`src/rtl/smp_pkg.sv`:
```
package smp_pkg;

  typedef enum logic [2:0] {
    ST_IDLE  = 3'd0,
    ST_REQ   = 3'd1,
    ST_SETUP = 3'd2,
    ST_STRB  = 3'd3,
    ST_HOLD  = 3'd4,
    ST_HALT  = 3'd5
  } smp_state_e;

endpackage

```
`src/rtl/smp_rst_sync.sv`:
```
module smp_rst_sync (
  input  logic clk,
  input  logic arst_n,
  output logic rst_n_s
);

  logic meta_q;
  logic sync_q;

  always_ff @(posedge clk or negedge arst_n) begin
    if (!arst_n) begin
      meta_q <= 1'b0;
      sync_q <= 1'b0;
    end else begin
      meta_q <= 1'b1;
      sync_q <= meta_q;
    end
  end

  assign rst_n_s = sync_q;

endmodule

```
`src/rtl/smp_grant_timer.sv`:
```
module smp_grant_timer #(
  parameter int TMR_W = 8
) (
  input  logic             clk,
  input  logic             rst_n,
  input  logic             active,
  input  logic             waiting,
  input  logic [TMR_W-1:0] limit,
  output logic             expire
);

  localparam int EXT_W = TMR_W + 1;

  logic [TMR_W-1:0] cnt_q;
  logic [TMR_W-1:0] cnt_d;
  logic             cnt_en;
  logic [EXT_W-1:0] next_ext;
  logic [EXT_W-1:0] lim_ext;

  always_comb begin
    next_ext = {1'b0, cnt_q} + EXT_W'(1);
    lim_ext  = {1'b0, limit};
    expire   = active && waiting && (next_ext >= lim_ext);
    cnt_en   = active ? waiting : (cnt_q != '0);
    cnt_d    = active ? next_ext[TMR_W-1:0] : '0;
  end

  always_ff @(posedge clk or negedge rst_n) begin
    if (!rst_n) begin
      cnt_q <= '0;
    end else if (cnt_en) begin
      cnt_q <= cnt_d;
    end
  end

endmodule

```
`src/rtl/smp_seq.sv`:
```
module smp_seq
  import smp_pkg::*;
#(
  parameter int ADDR_W = 16,
  parameter int DATA_W = 16,
  parameter int LANES  = DATA_W / 8
) (
  input  logic              clk,
  input  logic              rst_n,
  input  logic              cfg_async,
  input  logic              cmd_valid,
  input  logic              cmd_write,
  input  logic [ADDR_W-1:0] cmd_addr,
  input  logic [DATA_W-1:0] cmd_wdata,
  input  logic [LANES-1:0]  cmd_bmask,
  input  logic              mem_gnt_n,
  input  logic              mem_wait_n,
  input  logic [DATA_W-1:0] mem_din,
  input  logic              tmr_expire,
  output smp_state_e        state_q,
  output logic              mode_q,
  output logic              cmd_ready,
  output logic              rsp_done,
  output logic [DATA_W-1:0] rsp_rdata,
  output logic              wr_q,
  output logic [ADDR_W-1:0] addr_q,
  output logic [DATA_W-1:0] wdata_q,
  output logic [LANES-1:0]  mask_q
);

  smp_state_e state_d;
  logic       cfg_ok_q;
  logic       last_cyc;
  logic       load;
  logic       capture;

  always_comb begin
    last_cyc  = ((state_q == ST_STRB) && mem_wait_n && !mode_q) ||
                (state_q == ST_HOLD);
    cmd_ready = cfg_ok_q && ((state_q == ST_IDLE) || last_cyc);
    load      = cmd_ready && cmd_valid;
    capture   = (state_q == ST_STRB) && mem_wait_n && !wr_q;

    state_d = state_q;
    unique case (state_q)
      ST_IDLE:  if (load) state_d = ST_REQ;
      ST_REQ: begin
        if (!mem_gnt_n)      state_d = mode_q ? ST_SETUP : ST_STRB;
        else if (tmr_expire) state_d = ST_HALT;
      end
      ST_SETUP: state_d = ST_STRB;
      ST_STRB: begin
        if (mem_wait_n) begin
          if (mode_q)    state_d = ST_HOLD;
          else if (load) state_d = ST_REQ;
          else           state_d = ST_IDLE;
        end
      end
      ST_HOLD:  state_d = load ? ST_REQ : ST_IDLE;
      ST_HALT:  state_d = ST_HALT;
      default:  state_d = ST_HALT;
    endcase
  end

  always_ff @(posedge clk or negedge rst_n) begin
    if (!rst_n) begin
      state_q <= ST_IDLE;
    end else begin
      state_q <= state_d;
    end
  end

  always_ff @(posedge clk or negedge rst_n) begin
    if (!rst_n) begin
      cfg_ok_q <= 1'b0;
      mode_q   <= 1'b0;
    end else if (!cfg_ok_q) begin
      cfg_ok_q <= 1'b1;
      mode_q   <= cfg_async;
    end
  end

  always_ff @(posedge clk or negedge rst_n) begin
    if (!rst_n) begin
      wr_q    <= 1'b0;
      addr_q  <= '0;
      wdata_q <= '0;
      mask_q  <= '0;
    end else if (load) begin
      wr_q    <= cmd_write;
      addr_q  <= cmd_addr;
      wdata_q <= cmd_wdata;
      mask_q  <= cmd_bmask;
    end
  end

  always_ff @(posedge clk or negedge rst_n) begin
    if (!rst_n) begin
      rsp_rdata <= '0;
    end else if (capture) begin
      rsp_rdata <= mem_din;
    end
  end

  always_ff @(posedge clk or negedge rst_n) begin
    if (!rst_n) begin
      rsp_done <= 1'b0;
    end else begin
      rsp_done <= last_cyc;
    end
  end

endmodule

```
`src/rtl/smp_pins.sv`:
```
module smp_pins
  import smp_pkg::*;
#(
  parameter int ADDR_W = 16,
  parameter int DATA_W = 16,
  parameter int LANES  = DATA_W / 8
) (
  input  smp_state_e        state_q,
  input  logic              wr_q,
  input  logic [ADDR_W-1:0] addr_q,
  input  logic [DATA_W-1:0] wdata_q,
  input  logic [LANES-1:0]  mask_q,
  output logic              mem_req_n,
  output logic              mem_cs_n,
  output logic              mem_rd_n,
  output logic [LANES-1:0]  mem_wr_n,
  output logic [ADDR_W-1:0] mem_addr,
  output logic [DATA_W-1:0] mem_dout,
  output logic              mem_ctl_en,
  output logic              mem_dat_en,
  output logic              mem_fail
);

  logic owned;
  logic strobe;

  always_comb begin
    owned      = (state_q == ST_SETUP) || (state_q == ST_STRB) ||
                 (state_q == ST_HOLD);
    strobe     = (state_q == ST_STRB);
    mem_req_n  = !(owned || (state_q == ST_REQ));
    mem_cs_n   = !owned;
    mem_rd_n   = !(strobe && !wr_q);
    mem_ctl_en = owned;
    mem_dat_en = owned && wr_q;
    mem_fail   = (state_q == ST_HALT);
    mem_addr   = addr_q;
    mem_dout   = wdata_q;
  end

  for (genvar i = 0; i < LANES; i++) begin : g_lane
    assign mem_wr_n[i] = !(strobe && wr_q && mask_q[i]);
  end

endmodule

```
`src/rtl/shared_mem_port.sv`:
```
module shared_mem_port
  import smp_pkg::*;
#(
  parameter int ADDR_W = 16,
  parameter int DATA_W = 16,
  parameter int TMR_W  = 8,
  localparam int LANES = DATA_W / 8
) (
  input  logic              clk,
  input  logic              arst_n,
  input  logic              cfg_async,
  input  logic [TMR_W-1:0]  cfg_gnt_limit,
  input  logic              cmd_valid,
  output logic              cmd_ready,
  input  logic              cmd_write,
  input  logic [ADDR_W-1:0] cmd_addr,
  input  logic [DATA_W-1:0] cmd_wdata,
  input  logic [LANES-1:0]  cmd_bmask,
  output logic              rsp_done,
  output logic [DATA_W-1:0] rsp_rdata,
  output logic              mem_req_n,
  input  logic              mem_gnt_n,
  output logic              mem_cs_n,
  output logic              mem_rd_n,
  output logic [LANES-1:0]  mem_wr_n,
  input  logic              mem_wait_n,
  output logic [ADDR_W-1:0] mem_addr,
  output logic [DATA_W-1:0] mem_dout,
  input  logic [DATA_W-1:0] mem_din,
  output logic              mem_ctl_en,
  output logic              mem_dat_en,
  output logic              mem_fail
);

  logic              rst_n_s;
  smp_state_e        state_q;
  logic              mode_q;
  logic              tmr_expire;
  logic              wr_q;
  logic [ADDR_W-1:0] addr_q;
  logic [DATA_W-1:0] wdata_q;
  logic [LANES-1:0]  mask_q;

  smp_rst_sync u_rst (
    .clk     (clk),
    .arst_n  (arst_n),
    .rst_n_s (rst_n_s)
  );

  smp_grant_timer #(.TMR_W(TMR_W)) u_tmr (
    .clk     (clk),
    .rst_n   (rst_n_s),
    .active  (state_q == ST_REQ),
    .waiting (mem_gnt_n),
    .limit   (cfg_gnt_limit),
    .expire  (tmr_expire)
  );

  smp_seq #(.ADDR_W(ADDR_W), .DATA_W(DATA_W), .LANES(LANES)) u_seq (
    .clk        (clk),
    .rst_n      (rst_n_s),
    .cfg_async  (cfg_async),
    .cmd_valid  (cmd_valid),
    .cmd_write  (cmd_write),
    .cmd_addr   (cmd_addr),
    .cmd_wdata  (cmd_wdata),
    .cmd_bmask  (cmd_bmask),
    .mem_gnt_n  (mem_gnt_n),
    .mem_wait_n (mem_wait_n),
    .mem_din    (mem_din),
    .tmr_expire (tmr_expire),
    .state_q    (state_q),
    .mode_q     (mode_q),
    .cmd_ready  (cmd_ready),
    .rsp_done   (rsp_done),
    .rsp_rdata  (rsp_rdata),
    .wr_q       (wr_q),
    .addr_q     (addr_q),
    .wdata_q    (wdata_q),
    .mask_q     (mask_q)
  );

  smp_pins #(.ADDR_W(ADDR_W), .DATA_W(DATA_W), .LANES(LANES)) u_pins (
    .state_q    (state_q),
    .wr_q       (wr_q),
    .addr_q     (addr_q),
    .wdata_q    (wdata_q),
    .mask_q     (mask_q),
    .mem_req_n  (mem_req_n),
    .mem_cs_n   (mem_cs_n),
    .mem_rd_n   (mem_rd_n),
    .mem_wr_n   (mem_wr_n),
    .mem_addr   (mem_addr),
    .mem_dout   (mem_dout),
    .mem_ctl_en (mem_ctl_en),
    .mem_dat_en (mem_dat_en),
    .mem_fail   (mem_fail)
  );

endmodule

```
`config.mk`:
```
export PLATFORM = sky130hd
export DESIGN_NAME = shared_mem_port
export DESIGN_NICKNAME = d
export VERILOG_FILES = /design/src/rtl/smp_pkg.sv /design/src/rtl/smp_rst_sync.sv /design/src/rtl/smp_grant_timer.sv /design/src/rtl/smp_seq.sv /design/src/rtl/smp_pins.sv /design/src/rtl/shared_mem_port.sv
export SDC_FILE = /design/constraint.sdc
export NUM_CORES = 1
export LEC_CHECK = 0
export BUFFER_PORTS_ARGS = -buffer_cell sky130_fd_sc_hd__buf_2
export CORE_MARGIN = 10
export CORE_UTILIZATION = 35
export DETAILED_ROUTE_END_ITERATION = 6
export GPL_ROUTABILITY_DRIVEN = 0
export SLEW_MARGIN = 20
export SYNTH_ARGS = -nofsm -noshare
export SYNTH_HDL_FRONTEND = slang
export SYNTH_SLANG_ARGS = --single-unit
```
`constraint.sdc`:
```
create_clock -name clk -period 1.9 [get_ports clk]
set_input_delay 0.475 -clock clk [delete_from_list [all_inputs] [get_ports clk]]
set_output_delay 0.475 -clock clk [all_outputs]
set_load 0.05 [all_outputs]
```
Word-level counts from Yosys, hierarchy flattened:

Index checks and enable logic that the tools add are counted.

* reduce and logical (&&, ||, !) cells: 27
* magnitude comparators: 1
* add/subtract/negate cells: 1
* mux-type cells: 10
* eq/ne operators: 8

Operators by type and width (count)
* $mux 3: 5
* $pmux 3 s5: 1
* $logic_and 1x1->1: 12
* $add 8x1->9 const B: 1
* $ge 9x8->1: 1
* $mux 8: 1
* $reduce_bool 8->1: 1
* $logic_not 1->1: 7
* $eq 3x2->1 const B: 2
* $eq 3x3->1 const B: 2
* $logic_or 1x1->1: 5
* $eq 3x1->1 const B: 1
* $logic_not 3->1: 1
* $mux 1: 3
* $ne 3x3->1 const B: 1
* $reduce_and 3->1: 1
* $ne 2x1->1 const B: 1
* $ne 2x2->1 const B: 1

* register bits after elaboration: 67
* output and inout port bits: 58
* input bits: 65
* word-level logic and storage cells: 59

Logic depth before layout (Yosys ltp):

* depth after elaboration: 11
* gate-level depth with buffers: 10
* gate-level depth less buffers: 10

Modules after synthesis:

Synthesis repeated with hierarchy kept, for this count alone.

* cells, all modules: 272
* area, all modules: 3372.0 µm²

By module, submodules not included
* smp_seq: instances 1, cells an instance 141, area an instance 2283.4 µm², sequential area each 1426.4 µm²
* smp_grant_timer: instances 1, cells an instance 81, area an instance 700.7 µm², sequential area each 200.2 µm²
* smp_pins: instances 1, cells an instance 46, area an instance 321.6 µm², sequential area each 0.0 µm²
* smp_rst_sync: instances 1, cells an instance 3, area an instance 53.8 µm², sequential area each 50.0 µm²
* shared_mem_port: instances 1, cells an instance 1, area an instance 12.5 µm², sequential area each 0.0 µm²

Least setup slack after synthesis:

Ideal clock, no wire load.

* path type: reg-to-output
* start point: register u_seq.state_q[1]
* end point: output mem_cs_n
* cell stages (with the launch flop): 4
* arrival: 2398 ps
* required time: 1425 ps
* buffers on the path: 0
* path slack: -973 ps
* path through: dfrtp_1 -> inv_4 -> o21ai_0 -> inv_1

* word-level cells in the longest chain between the ends: 4

RTL lines
* from (decl): RTL line smp_seq.sv:20 `output smp_state_e state_q,`
* from (signal assigned): RTL line smp_seq.sv:69 `state_q <= state_d;`
* $eq 3x2->1: RTL line smp_pins.sv:28 `owned = (state_q == ST_SETUP) || (state_q == ST_STRB) ||`
* $logic_or 1x1->1: RTL line smp_pins.sv:28
* $logic_or 1x1->1 (*): RTL line smp_pins.sv:28
* named net mem_ctl_en: RTL line shared_mem_port.sv:30 `output logic mem_ctl_en,`
* $logic_not 1->1 (*): RTL line smp_pins.sv:32 `mem_cs_n = !owned;`
* to (decl): RTL line shared_mem_port.sv:23 `output logic mem_cs_n,`

Mark *: on every way through the listed nets, which the timed path passes. The rest lies on a longest branch.

Worst setup path in the final report:

* start point: register u_tmr.cnt_q[0]
* end point: register u_seq.state_q[0]

* word-level cells in the longest chain between the ends: 5

RTL lines
* from (decl): RTL line smp_grant_timer.sv:14 `logic [TMR_W-1:0] cnt_q;`
* from (signal assigned): RTL line smp_grant_timer.sv:32 `cnt_q <= cnt_d;`
* $add 8x1->9: RTL line smp_grant_timer.sv:21 `next_ext = {1'b0, cnt_q} + EXT_W'(1);`
* $ge 9x8->1: RTL line smp_grant_timer.sv:23 `expire = active && waiting && (next_ext >= lim_ext);`
* $logic_and 1x1->1: RTL line smp_grant_timer.sv:23
* $ne 3x3->1 (no source line)
* $reduce_and 3->1 (no source line)

No other way between the ends.
A chain may end at the register's enable or synchronous reset.

==> flow_summary.yaml <==
synth:
  avgSynthCellArea_um2: 13.4
  synth-edff-count: 0
  netlist.top_cell.by_area: "dfrtp_1"
  mappedNetlistArea_mm2: 0.00325
  ys_ff_latch: 67
  syn_inst: 243
  ys.warnings.count: 0
  yosys-top-cells-area: "dfrtp_1, mux2_4, mux2_2"
  synth_ff_type: "dfrtp_1"
  async_reset_ff_frac: 1.00
  synth_cell_types: 43
  yosysSeqAreaShare: 0.515
  synth_top_area_share: 0.515
place:
  hpwl_um: 6350
  place_ws_ns: -0.126
  port-buffer-count: 122
  placed_area_mm2: 0.00417
critical_path:
  path_buf_inv: 0
  crit_path_top_delay_cell: "dfrtp_1"
  start_kind: "register"
  cp-end-kind: "register"
  cp.required_ns: 2.12
  critPathTopFamily: "simple AND/OR/NAND/NOR gates"
  reg2reg_slack_ns: -0.10
  crit_arrival_ns: 2.22
  worst-path-max-fanout: 3
  path_common_cell: "and3_4"
  path_class: "register to register"
  cp_slowest_stage_delay_ns: 0.43
  cp_cell_sequence: "and3_4, and3_4, xor2_1, ha_1, nand4_1, o21ai_4, nand3_2, a31o_1"
floorplanning:
  start_util: 0.356
  rows: 35
  io_pins: 123
  die_width_um: 116
  core_area_mm2: 0.00915
  die_y_um: 116
  dieArea_mm2: 0.0136
routing:
  via_count: 2414
  drc: 0
  met3_length_um: 865
  ant_nets: 0
  wl_met2_um: 4210
  wl_met1_um: 3240
  drt_iter0_markers: 52
  top_layer: "met4"
  routedWlPerCell_um: 16.1
  routed_wl_um: 8370
  drtPass1Iterations: 4
  avgViaCountPerCell: 4.63
power:
  power_density_mw_per_mm2: 1900
  intPower_mw: 4.64
  leakage_nw: 2.39
  ir_worst_vdd_mv: 1.28
  swShare: 0.478
  combPwrFrac: 0.581
  power_frac_seq: 0.273
  clkPwrFrac: 0.146
  power.switching_mw: 4.26
clock_network:
  cts_buffers: 9
  htreeDepth: 3
  clk_path_buf_depth: 2
  cts_sinks: 67
  path_clk_slew_ns: 0.08
  cts_tree: "built"
  root_buffer: "clkbuf_8"
  worstSkewPairLatency_ns: 0.34
timing:
  drv_slew: 0
  finalCritPeriodShare: 1.05
  fmax_mhz: 499
  period_needed_ns: 2.00
  finalSetupTns_ns: -0.273
  finalClockSkew_ns: 0.00840
  hold_viol_final: 0
  layout_setup_ws_ns: -0.104
  finalSetupViolCount: 5
  rsz0062_at_grt: "yes"
grt:
  grt_max_degree: 29
  grt_pass1_vias: 2705
  grt_usage: 0.123
  grt-ovfl-total: 0
  grt_antenna_before_repair: 0
  grt_pass1_wl_um: 13300
finish:
  mostFrequentLayoutCell: "buf_2"
  synthToLayoutAreaGrowth_pct: 44.2
  finish.instance_area_mm2: 0.00469
  n_antenna_cell: 0
  drive_above_1_share: 0.644
  nNetsFinal: 480
  layout_common_cells: "buf_2, dfrtp_1, mux2_4"
  nFillCells: 823
run_status:
  violations: "setup timing"
  status: "finished with violations"
run:
  drv_cap: 0
worst_hold_path:
  hold_path_class: "register to asynchronous set/reset pin"
routing by layer:
layer  global-route usage  vias to the layer above
li1                     -                     1160
met5                    0                        -
met3               0.0678                        4
met2                0.202                       80
met1                0.137                     1170
met4               0.0275                        0
kinds of logic after synthesis:
logic type,count (synthesis),synth area share
xor+xnor,12,0.0323
mux,52,0.215
buf+inv,21,0.0454
simple gates,62,0.117
fa+ha+maj,10,0.0384
flops,67,0.515
other cells,1,0.00115
compound gates,18,0.0365
path summary, 6_finish.rpt:
| check | endpoint | start | cells past startpoint |
|---|---|---|---|
| max in group asynchronous | u_seq.state_q[1] | u_rst.rst_n_s | 1 |
| worst max register to register | u_seq.state_q[0] | u_tmr.cnt_q[0] | 8 |
| worst min register to register | u_seq.rsp_done | u_rst.rst_n_s | 0 |
| worst max-delay path | u_seq.state_q[0] | u_tmr.cnt_q[0] | 8 |
| worst min-delay path | u_seq.rsp_done | u_rst.rst_n_s | 0 |
| min in group clk | u_rst.rst_n_s | u_rst.meta_q | 0 |
cell type report:
class                           instances  area [um^2]  share of cell area
Timing Repair Buffer                  159         1030               0.219
Clock inverter                          6         88.8              0.0189
Inverter                               12         47.5              0.0101
Clock buffer                           10          128              0.0272
Tap cell                              111          139              0.0296
Multi-Input combinational cell        156         1580               0.337
Sequential cell                        67         1680               0.358
sequential cells by signal, indices dropped and copies added, names as in the netlist:
| signal | cells |
|---|---|
| u_seq.rsp_rdata | 16 |
| u_seq.addr_q | 16 |
| u_seq.mask_q | 2 |
| u_rst.rst_n_s | 1 |
| u_seq.mode_q | 1 |
| u_seq.wr_q | 1 |
| u_seq.wdata_q | 16 |
| u_rst.meta_q | 1 |
| u_seq.rsp_done | 1 |
| u_seq.state_q | 3 |
| u_seq.cfg_ok_q | 1 |
| u_tmr.cnt_q | 8 |
metrics by stage:
step / utilization / std cells / hold WS, ns / power [mW]
6_report: 0.513 / 521 / 0.223 / 8.90
3_3_place_gp: 0.455 / 491 / 0.218 / 7.17
4_1_cts: 0.498 / 518 / 0.245 / 8.83
5_1_grt: 0.513 / 521 / 0.265 / 9.41
2_1_floorplan: - / 244 / 0.179 / 6.09
3_5_place_dp: 0.455 / 491 / 0.234 / 7.26
cells in the mapped netlist, types with 2 or more instances:
| cell type | n |
|---|---|
| a21oi_1 | 7 |
| and2b_2 | 2 |
| and3_1 | 5 |
| buf_12 | 3 |
| buf_2 | 2 |
| buf_4 | 2 |
| dfrtp_1 | 67 |
| ha_1 | 10 |
| inv_1 | 11 |
| mux2_2 | 22 |
| mux2_4 | 30 |
| nand2_1 | 13 |
| nand3_1 | 7 |
| nand4_1 | 6 |
| nor2_1 | 14 |
| nor2_8 | 2 |
| nor3b_1 | 2 |
| o21ai_0 | 3 |
| xor2_1 | 11 |
power by group through the flow:
stage | clock, mW | combinational [mW] | sequential, mW
global route | 1.42 | 5.46 | 2.53
CTS | 1.35 | 5.06 | 2.42
finish | 1.30 | 5.17 | 2.43
detailed placement | 0 | 4.84 | 2.42
floorplan | 0 | 1.85 | 4.23
global placement | 0 | 4.77 | 2.40
what timing repair did:
item / CTS / global route
setup endpoints to repair: 11 / 11
hold buffers: 1 / 0
resized for setup: 28 / 24
pin swaps: 19 / 10
hold endpoints to repair: 2 / 0
setup buffers: 10 / 3
No activity file was read; power rests on OpenSTA's default activity.
